File: config.mk
export PLATFORM = sky130hd
export DESIGN_NAME = lineDecayTop
export DESIGN_NICKNAME = d
export VERILOG_FILES = /design/src/rtl/lineDecayPkg.sv /design/src/rtl/lineDecayCtrl.sv /design/src/rtl/lineDecayDatapath.sv /design/src/rtl/lineDecayTop.sv
export SDC_FILE = /design/constraint.sdc
export NUM_CORES = 1
export LEC_CHECK = 0
export ABC_AREA = 1
export CAP_MARGIN = 20
export CORE_ASPECT_RATIO = 1.2
export CORE_MARGIN = 1
export CORE_UTILIZATION = 50
export DETAILED_ROUTE_END_ITERATION = 10
export PLACE_DENSITY = 0.72
export SLEW_MARGIN = 20
export SYNTH_ARGS = -nofsm -noshare
export SYNTH_HDL_FRONTEND = slang
export SYNTH_HIERARCHICAL = 1
export SYNTH_SLANG_ARGS = --single-unit
export TNS_END_PERCENT = 100
File: constraint.sdc
create_clock -name clk -period 1.74 [get_ports clk]
set_input_delay 0.435 -clock clk [delete_from_list [all_inputs] [get_ports clk]]
set_output_delay 0.435 -clock clk [all_outputs]
set_load 0.005 [all_outputs]
File: src/rtl/lineDecayPkg.sv
package lineDecayPkg;

  typedef enum logic [1:0] {
    PS_OFF    = 2'd0,
    PS_ACTIVE = 2'd1,
    PS_DROWSY = 2'd2,
    PS_WBWAIT = 2'd3
  } pwrState_e;

  // strobes from control to datapath
  typedef struct packed {
    logic accept;   // access taken this cycle
    logic step;     // idle counters advance this cycle
    logic wbDone;   // pending write-back acknowledged
  } ctrlStrobe_t;

endpackage

File: src/rtl/lineDecayCtrl.sv
module lineDecayCtrl
  import lineDecayPkg::*;
#(
  parameter int IDX_W  = 3,
  parameter int WAKE_W = 3
) (
  input  logic              clk,
  input  logic              rstN,
  input  logic              accValid,
  input  logic [IDX_W-1:0]  accIdx,
  input  logic              tick,
  input  logic              cfgCountRefs,
  input  logic [WAKE_W-1:0] cfgWakeCycles,
  input  logic              wbAck,
  input  logic              wbPend,
  input  pwrState_e         targetState,
  input  logic              targetTag,
  output ctrlStrobe_t       strobe,
  output logic              stall,
  output logic              wakeEvt,
  output logic              lostEvt
);

  logic [WAKE_W-1:0] wakeCntQ;
  logic [WAKE_W-1:0] wakeLoad;
  logic [IDX_W-1:0]  lastIdxQ;
  logic              lastValidQ;
  logic              accept;
  logic              freshRef;
  logic              wakeHit;
  logic              lostHit;

  assign stall    = (wakeCntQ != '0);
  assign accept   = accValid && !stall;
  assign freshRef = !lastValidQ || (accIdx != lastIdxQ);
  assign wakeHit  = accept && (targetState == PS_DROWSY);
  assign lostHit  = accept && (targetState == PS_OFF) && targetTag;
  assign wakeLoad = (cfgWakeCycles == '0) ? WAKE_W'(1) : cfgWakeCycles;

  always_comb begin
    strobe.accept = accept;
    strobe.step   = cfgCountRefs ? (accept && freshRef) : tick;
    strobe.wbDone = wbAck && wbPend;
  end

  always_ff @(posedge clk or negedge rstN) begin
    if (!rstN) begin
      wakeCntQ   <= '0;
      lastIdxQ   <= '0;
      lastValidQ <= 1'b0;
      wakeEvt    <= 1'b0;
      lostEvt    <= 1'b0;
    end else begin
      wakeEvt <= wakeHit;
      lostEvt <= lostHit;
      if (wakeHit)      wakeCntQ <= wakeLoad;
      else if (stall)   wakeCntQ <= wakeCntQ - 1'b1;
      if (accept) begin
        lastIdxQ   <= accIdx;
        lastValidQ <= 1'b1;
      end
    end
  end

endmodule

File: src/rtl/lineDecayDatapath.sv
module lineDecayDatapath
  import lineDecayPkg::*;
#(
  parameter int NUM_LINES = 8,
  parameter int CNT_W     = 2,
  parameter int IDX_W     = 3
) (
  input  logic                   clk,
  input  logic                   rstN,
  input  ctrlStrobe_t            strobe,
  input  logic [IDX_W-1:0]       accIdx,
  input  logic                   accPrefetch,
  input  logic                   accWrite,
  input  logic                   cfgLossy,
  input  logic [CNT_W-1:0]       cfgDemandLimit,
  input  logic [CNT_W-1:0]       cfgPrefLimit,
  output logic [2*NUM_LINES-1:0] stateVec,
  output pwrState_e              targetState,
  output logic                   targetTag,
  output logic                   wbPend,
  output logic [IDX_W-1:0]       wbSel
);

  logic [NUM_LINES-1:0] tagVec;

  for (genvar i = 0; i < NUM_LINES; i++) begin : g_line
    pwrState_e        stQ;
    logic [CNT_W-1:0] cntQ;
    logic             dirtyQ;
    logic             prefQ;
    logic             tagQ;
    logic             hitMe;
    logic             ackMe;
    logic [CNT_W-1:0] lim;
    logic [CNT_W-1:0] cntInc;
    logic             reach;

    assign hitMe  = strobe.accept && (accIdx == IDX_W'(i));
    assign ackMe  = strobe.wbDone && (wbSel == IDX_W'(i));
    assign lim    = prefQ ? cfgPrefLimit : cfgDemandLimit;
    assign cntInc = (cntQ == '1) ? cntQ : cntQ + 1'b1;
    assign reach  = (cntInc >= lim);

    always_ff @(posedge clk or negedge rstN) begin
      if (!rstN) begin
        stQ    <= PS_OFF;
        cntQ   <= '0;
        dirtyQ <= 1'b0;
        prefQ  <= 1'b0;
        tagQ   <= 1'b0;
      end else if (hitMe) begin
        stQ    <= PS_ACTIVE;
        cntQ   <= '0;
        prefQ  <= accPrefetch;
        tagQ   <= 1'b1;
        dirtyQ <= accWrite || (dirtyQ && !ackMe);
      end else if (ackMe) begin
        stQ    <= PS_OFF;
        dirtyQ <= 1'b0;
      end else if ((stQ == PS_ACTIVE) && strobe.step) begin
        cntQ <= cntInc;
        if (reach) begin
          if (!cfgLossy)   stQ <= PS_DROWSY;
          else if (dirtyQ) stQ <= PS_WBWAIT;
          else             stQ <= PS_OFF;
        end
      end
    end

    assign stateVec[2*i +: 2] = stQ;
    assign tagVec[i]          = tagQ;
  end

  assign targetState = pwrState_e'(stateVec[{accIdx, 1'b0} +: 2]);
  assign targetTag   = tagVec[accIdx];

  // lowest waiting line wins the write-back port
  always_comb begin
    wbPend = 1'b0;
    wbSel  = '0;
    for (int i = NUM_LINES - 1; i >= 0; i--) begin
      if (stateVec[2*i +: 2] == PS_WBWAIT) begin
        wbPend = 1'b1;
        wbSel  = IDX_W'(i);
      end
    end
  end

endmodule

File: src/rtl/lineDecayTop.sv
module lineDecayTop
  import lineDecayPkg::*;
#(
  parameter int NUM_LINES = 8,
  parameter int CNT_W     = 2,
  parameter int WAKE_W    = 3,
  localparam int IDX_W    = (NUM_LINES > 1) ? $clog2(NUM_LINES) : 1
) (
  input  logic                   clk,
  input  logic                   rstN,
  input  logic                   accValid,
  input  logic [IDX_W-1:0]       accIdx,
  input  logic                   accPrefetch,
  input  logic                   accWrite,
  input  logic                   tick,
  input  logic                   cfgLossy,
  input  logic                   cfgCountRefs,
  input  logic [CNT_W-1:0]       cfgDemandLimit,
  input  logic [CNT_W-1:0]       cfgPrefLimit,
  input  logic [WAKE_W-1:0]      cfgWakeCycles,
  output logic [2*NUM_LINES-1:0] lineState,
  output logic                   stall,
  output logic                   wakeEvt,
  output logic                   lostEvt,
  output logic                   wbReq,
  output logic [IDX_W-1:0]       wbIdx,
  input  logic                   wbAck
);

  ctrlStrobe_t strobe;
  pwrState_e   targetState;
  logic        targetTag;
  logic        wbPend;

  lineDecayCtrl #(.IDX_W(IDX_W), .WAKE_W(WAKE_W)) ctrl_i (
    .clk(clk), .rstN(rstN), .accValid(accValid), .accIdx(accIdx),
    .tick(tick), .cfgCountRefs(cfgCountRefs), .cfgWakeCycles(cfgWakeCycles),
    .wbAck(wbAck), .wbPend(wbPend), .targetState(targetState),
    .targetTag(targetTag), .strobe(strobe), .stall(stall),
    .wakeEvt(wakeEvt), .lostEvt(lostEvt)
  );

  lineDecayDatapath #(.NUM_LINES(NUM_LINES), .CNT_W(CNT_W), .IDX_W(IDX_W)) dp_i (
    .clk(clk), .rstN(rstN), .strobe(strobe), .accIdx(accIdx),
    .accPrefetch(accPrefetch), .accWrite(accWrite), .cfgLossy(cfgLossy),
    .cfgDemandLimit(cfgDemandLimit), .cfgPrefLimit(cfgPrefLimit),
    .stateVec(lineState), .targetState(targetState), .targetTag(targetTag),
    .wbPend(wbPend), .wbSel(wbIdx)
  );

  assign wbReq = wbPend;

endmodule

-- Word-level counts from Yosys, hierarchy flattened
Cells that the tools add are included.
- add/subtract/negate cells: 9
- order comparisons: 9
- equality and inequality tests: 48
- shifts and indexed selects: 1
- mux-type cells: 126
- reduce and logical (&&, ||, !) cells: 111
- operators by type and width (kind ; count):
    two-way mux 2 bit ; 88
    nonzero test 3 bit ; 17
    logical AND 1 bit ; 38
    equality test 2 bit, second input constant ; 17
    nonzero test 2 bit ; 17
    two-way mux 3 bit ; 11
    AND reduction 2 bit ; 16
    two-way mux 1 bit ; 26
    equality test 3 bit, second input constant ; 8
    adder 2 x 1 -> 2 bit, second input constant ; 8
    equality test 2 x 1 -> 1 bit, second input constant ; 8
    greater-or-equal comparator 2 bit ; 8
    inequality test 2 x 1 -> 1 bit, second input constant ; 8
    indexed part select 16 x 5 -> 2 bit ; 1
    equality test 3 x 2 -> 1 bit, second input constant ; 4
    logical NOT 1 bit ; 10
    logical NOT 3 bit ; 3
    logical OR 1 bit ; 9
    equality test 3 x 1 -> 1 bit, second input constant ; 2
    less-than comparator 3 x 4 -> 1 bit, second input constant ; 1
    binary-select mux 1 bit (select 3 bit) ; 1
    inequality test 3 bit ; 1
    subtractor 3 x 1 -> 3 bit, second input constant ; 1
    logical NOT 2 bit ; 1
- register bits after elaboration: 65
- input port bits: 19
- output and inout bits: 23
- word-level logic and storage cells: 349

-- Logic depth before layout (Yosys ltp)
- depth in word-level cells: 15
- depth in mapped cells: 15
- mapped depth without buffers: 14

-- By module
Netlist, hierarchy kept.
- modules (own cells, without submodules) (module ; times used ; cells an instance ; area an instance (um^2) ; seq. area each (um^2)):
    lineDecayDatapath ; 1 ; 472 ; 3437.0 ; 1401.3
    lineDecayCtrl ; 1 ; 76 ; 556.8 ; 225.2

-- Worst setup path after synthesis
Ideal clock, no wire load.
- kind: reg-to-reg
- start point: register ctrl_i.wakeCntQ[0]
- end point: register dp_i.g_line[6].stQ[1]
- setup time: 0.066 ns
- data arrival time: 1.822 ns
- slack: -0.149 ns
- cell stages (with the launch flop): 14
- buffers on the path: 0
- period minus slack after synthesis: 1.889 ns
- cells stage by stage: dfrtp_1 > inv_1 > ha_1 > inv_1 > nor2_4 > nand2_4 > nor2_1 > nand2_1 > nand2_1 > inv_1 > nor3_1 > o21ai_0 > o21ai_0 > and3_1
- RTL lines (element ; RTL line ; source):
    start, declared ; lineDecayCtrl.sv:24 ; logic [WAKE_W-1:0] wakeCntQ;
    start signal, assigned ; lineDecayCtrl.sv:56 ; if (wakeHit) wakeCntQ <= wakeLoad;
    start signal, assigned ; lineDecayCtrl.sv:57 ; else if (stall) wakeCntQ <= wakeCntQ - 1'b1;
    end signal, assigned ; lineDecayDatapath.sv:46 ; stQ <= PS_OFF;
    end signal, assigned ; lineDecayDatapath.sv:52 ; stQ <= PS_ACTIVE;
    end signal, assigned ; lineDecayDatapath.sv:58 ; stQ <= PS_OFF;
    end, declared ; lineDecayDatapath.sv:27 ; pwrState_e stQ;

-- Final worst setup path
- start point: register dp_i.g_line[0].stQ[1]
- end point: register dp_i.g_line[5].stQ[0]
- word-level cells in the longest chain between the ends: 6
- ends and longest elaborated chain (element ; RTL line ; source):
    start, declared ; lineDecayDatapath.sv:27 ;
    start signal, assigned ; lineDecayDatapath.sv:46 ;
    start signal, assigned ; lineDecayDatapath.sv:52 ;
    start signal, assigned ; lineDecayDatapath.sv:58 ;
    equality test 2 bit * ; lineDecayDatapath.sv:82 ; if (stateVec[2*i +: 2] == PS_WBWAIT) begin
    two-way mux 3 bit / two-way mux 1 bit (equally long branches) ; lineDecayDatapath.sv:82 ;
    equality test 3 bit / logical AND 1 bit (equally long branches) ; lineDecayDatapath.sv:39, lineDecayCtrl.sv:43 ;
    logical AND 1 bit * ; lineDecayDatapath.sv:39 ; assign ackMe = strobe.wbDone && (wbSel == IDX_W'(i));
    nonzero test 3 bit (no line) / two-way mux 2 bit (equally long branches) ; - ;
    AND reduction 2 bit (no line) / two-way mux 2 bit (equally long branches) ; - ;
    end signal, assigned ; lineDecayDatapath.sv:46 ;
    end signal, assigned ; lineDecayDatapath.sv:52 ;
    end signal, assigned ; lineDecayDatapath.sv:58 ;
    end, declared ; lineDecayDatapath.sv:27 ;
Every way passes the cells marked *; elsewhere a longest branch is shown, timed or not.
A chain may end at the register's enable or synchronous reset.

==> results.sh <==
export IMPL_fin_skew_ns=0.0123
export IMPL_vias=4271
export IMPL_drc=0
export IMPL_antenna_found_initial=0
export IMPL_ys_seq_elements=65
export IMPL_cts_max_level=3
export IMPL_finalMaxSlewViolations=0
export IMPL_cp_slowest_cell="dfrtp_1"
export IMPL_viasPerCell=5.43
export IMPL_maxCapViolations=0
export IMPL_ys_top_cells_by_area="dfrtp_1 41%, nand2_1 16%, inv_1 8.9%, o21ai_0 6.0%, ha_1 5.6%"
export IMPL_core_um2=7710
export IMPL_vdd_drop_max_mv=0.840
export IMPL_layout_setup_ws_ns=-0.231
export IMPL_initial_core_util_pct=51.8
export IMPL_placementRows=35
export IMPL_status="finished with violations"
export IMPL_synth_area_per_cell_um2=7.29
export IMPL_place_congestion=0.897
export IMPL_area_growth_synth_to_final_pct=47.1
export IMPL_synthesis_nets=585
export IMPL_post_drt_wl_per_cell_um=15.7
export IMPL_fin_crit_sh_pct=113
export IMPL_clk_pin_slew_ns=0.08
export IMPL_dr_pass1_iters=5
export IMPL_fillerInstances=575
export IMPL_final_nets=729
export IMPL_cp_data_required_time_ns=2.01
export IMPL_fin_crit_ns=1.97
export IMPL_ios=42
export IMPL_violations="negative setup slack"
export IMPL_cts_hold_buf=0
export IMPL_fp_dieH_um=99.9
export IMPL_grt_pass1_vias=4057
export IMPL_post_place_ws_ns=-0.574
export IMPL_yosysUniqueCellTypes=34
export IMPL_synth_seq_area_share_pct=40.7
export IMPL_syn_inst=548
export IMPL_grt_pass1_wl_um=18900
export IMPL_io_buffers=41
export IMPL_clk_latency_ns=0.34
export IMPL_cts_buffers_inserted=9
export IMPL_netlist_area_um2=3990
export IMPL_gr_total_overflow=0
export IMPL_critical_path_max_stage_delay_ns=0.41
export IMPL_cts_tree="built"
export IMPL_finalInstanceArea_um2=5870
export IMPL_clockBufferDepth=2
export IMPL_dieArea_um2=8350
export IMPL_clockRootBuffer="clkbuf_8"
export IMPL_drt_iter0_drc=237
export IMPL_tightest_slew_ns=0.408
export IMPL_leakage_uw=0.00320
export IMPL_diodes=0
export IMPL_hpwlAfterDp_um=8210
export IMPL_relSlewSlack_pct=72.8
export IMPL_fmax_mhz=507
export IMPL_cp_start_kind="register"
export IMPL_path_cells="nand2_2 > nand2_2 > nor2_4 > buf_6 > inv_4 > buf_6 > nor3_4 > nand4_1 > buf_4 > nand3_1 > nand2_1 > nand2_1"
export IMPL_holdWs_ns=0.0131
export IMPL_wl_um=12300
export IMPL_detail_route_antenna_nets=0
export IMPL_dpl_cell_area_um2=5070
export IMPL_ys_warnings_count=6
export IMPL_grt_usage_pct=29.2
export IMPL_cp_end_kind="register"
export IMPL_critPathMaxFanout=4
export IMPL_die_w_um=83.6
export IMPL_setup_violations=26
export IMPL_worstSetupPathType="reg -> reg"
export IMPL_grt_start_max_net_pins=37
export IMPL_numClockSinks=65
export IMPL_rsz0062_at_grt="true"
export IMPL_cp_arrival_ns=2.25
export IMPL_synth_top_area_share_pct=40.7
export IMPL_drive_gt1_share_pct=32.9
export IMPL_power_density_nw_per_um2=1380
export IMPL_yosysTopAreaCell="dfrtp_1"
export IMPL_hp_class="in -> async"
export IMPL_hold_viol=0
==> logic make-up after synthesis <==
kind of cell | after synthesis | share of synthesized area (%)
flops | 65 | 40.7
buf+inv | 105 | 10.0
simple gates | 266 | 30.0
fa+ha+maj | 18 | 5.64
compound gates | 94 | 13.6
==> registers in the layout, summed over array words and instances, names as in the netlist <==
| name | count |
|---|---|
| ctrl_i/lostEvt | 1 |
| ctrl_i/lastIdxQ | 3 |
| ctrl_i/wakeCntQ | 3 |
| dp_i/g_line.dirtyQ | 8 |
| dp_i/g_line.tagQ | 8 |
| dp_i/g_line.stQ | 16 |
| ctrl_i/lastValidQ | 1 |
| dp_i/g_line.cntQ | 16 |
| dp_i/g_line.prefQ | 8 |
| ctrl_i/wakeEvt | 1 |
==> cell usage after synthesis (all sizes together) <==
cell type	number
nor3	4
nand4	13
nor2	38
o21a	6
nand3	26
buf	1
and3	1
nand2	179
o21ai	49
o22ai	3
o31ai	2
clkbuf	3
a32oi	2
nor4	1
dfrtp	65
o211ai	7
clkinv	3
or2	4
a21oi	23
a221oi	1
inv	98
ha	18
o2111ai	1
==> layout make-up <==
class | instances | area (µm²) | area share, %
inverters | 101 | 402 | 6.84
flip-flops and latches | 65 | 1630 | 27.7
multi-input cells | 378 | 2350 | 40.0
clock inverters | 4 | 22.5 | 0.383
clock buffers | 10 | 128 | 2.17
well taps | 92 | 115 | 1.96
repair buffers | 137 | 1230 | 21.0
==> power breakdown <==
part / switching, µW / total, µW / internal [µW] / leakage, µW
clock network: 582 / 1080 / 494 / 0.0000778
logic: 2540 / 4660 / 2120 / 0.00232
registers: 365 / 2350 / 1990 / 0.000803
total: 3490 / 8090 / 4600 / 0.00320
==> per-stage QoR <==
step           total power (µW)  setup TNS, ns  std cells  utilization (%)
2_1_floorplan              4480       -0.00587        548                -
3_3_place_gp               5980         -20.05        744             65.8
3_5_place_dp               6100         -22.00        744             65.8
4_1_cts                    7710          -1.27        777             72.5
5_1_grt                    8680          -6.11        787             76.2
6_report                   8090          -2.07        787             76.2
==> layout by cell type (no fill, tap or decap), types with 7 or more instances in the layout <==
| master | count |
|---|---|
| a21oi_1 | 13 |
| a21oi_2 | 9 |
| buf_4 | 70 |
| buf_6 | 23 |
| clkbuf_8 | 9 |
| clkdlybuf4s50_1 | 14 |
| dfrtp_1 | 65 |
| dlygate4sd2_1 | 13 |
| dlymetal6s2s_1 | 7 |
| ha_1 | 17 |
| inv_1 | 75 |
| inv_2 | 15 |
| inv_4 | 9 |
| nand2_1 | 145 |
| nand2_2 | 28 |
| nand3_1 | 16 |
| nand3_4 | 9 |
| nand4_1 | 13 |
| nor2_1 | 19 |
| nor2_4 | 11 |
| o211ai_1 | 7 |
| o21ai_0 | 24 |
| o21ai_1 | 19 |
==> per-layer routing <==
layer	vias up	wire length (µm)	track usage, %
met4	0	523	16.9
met5	-	0	0
li1	2040	-	-
met2	165	6180	50.5
met1	2024	4990	34.9
met3	42	632	4.11
==> worst paths after layout <==
| kind | startpoint | to | slack [ns] | cells past startpoint |
|---|---|---|---|---|
| max | dp_i/g_line[0].stQ[1]$_DFFE_PN0P_ | dp_i/g_line[5].stQ[0]$_DFFE_PN0P_ | -0.23 | 12 |
| min | rstN | dp_i/g_line[7].cntQ[0]$_DFFE_PN0P_ | 0.01 | 1 |
| min in group clk | accIdx[2] | ctrl_i/lastIdxQ[2]$_DFFE_PN0P_ | 0.45 | 3 |
| max in group asynchronous | rstN | ctrl_i/wakeEvt$_DFF_PN0_ | 1.17 | 2 |
| max reg2reg | dp_i/g_line[0].stQ[1]$_DFFE_PN0P_ | dp_i/g_line[5].stQ[0]$_DFFE_PN0P_ | -0.23 | 12 |
| min reg2reg | dp_i/g_line[1].tagQ$_DFFE_PN0P_ | dp_i/g_line[1].tagQ$_DFFE_PN0P_ | 0.47 | 2 |
==> worst max-delay path, delay by kind of cell (launching register included) <==
| family | cells | cell delay [ns] |
|---|---|---|
| and+or+nand+nor | 8 | 1.03 |
| DFF | 1 | 0.41 |
| buffers and inverters | 4 | 0.47 |
==> timing repair <==
| item | 4_1_cts | 5_1_grt |
|---|---|---|
| resized for setup | 118 | 75 |
| pin swaps | 40 | 42 |
| buffers inserted | 21 | 10 |
| endpoints found under the hold margin | 0 | 0 |
| setup endpoints to repair | 70 | 63 |
Note: power is estimated with default switching activity, not from simulation.
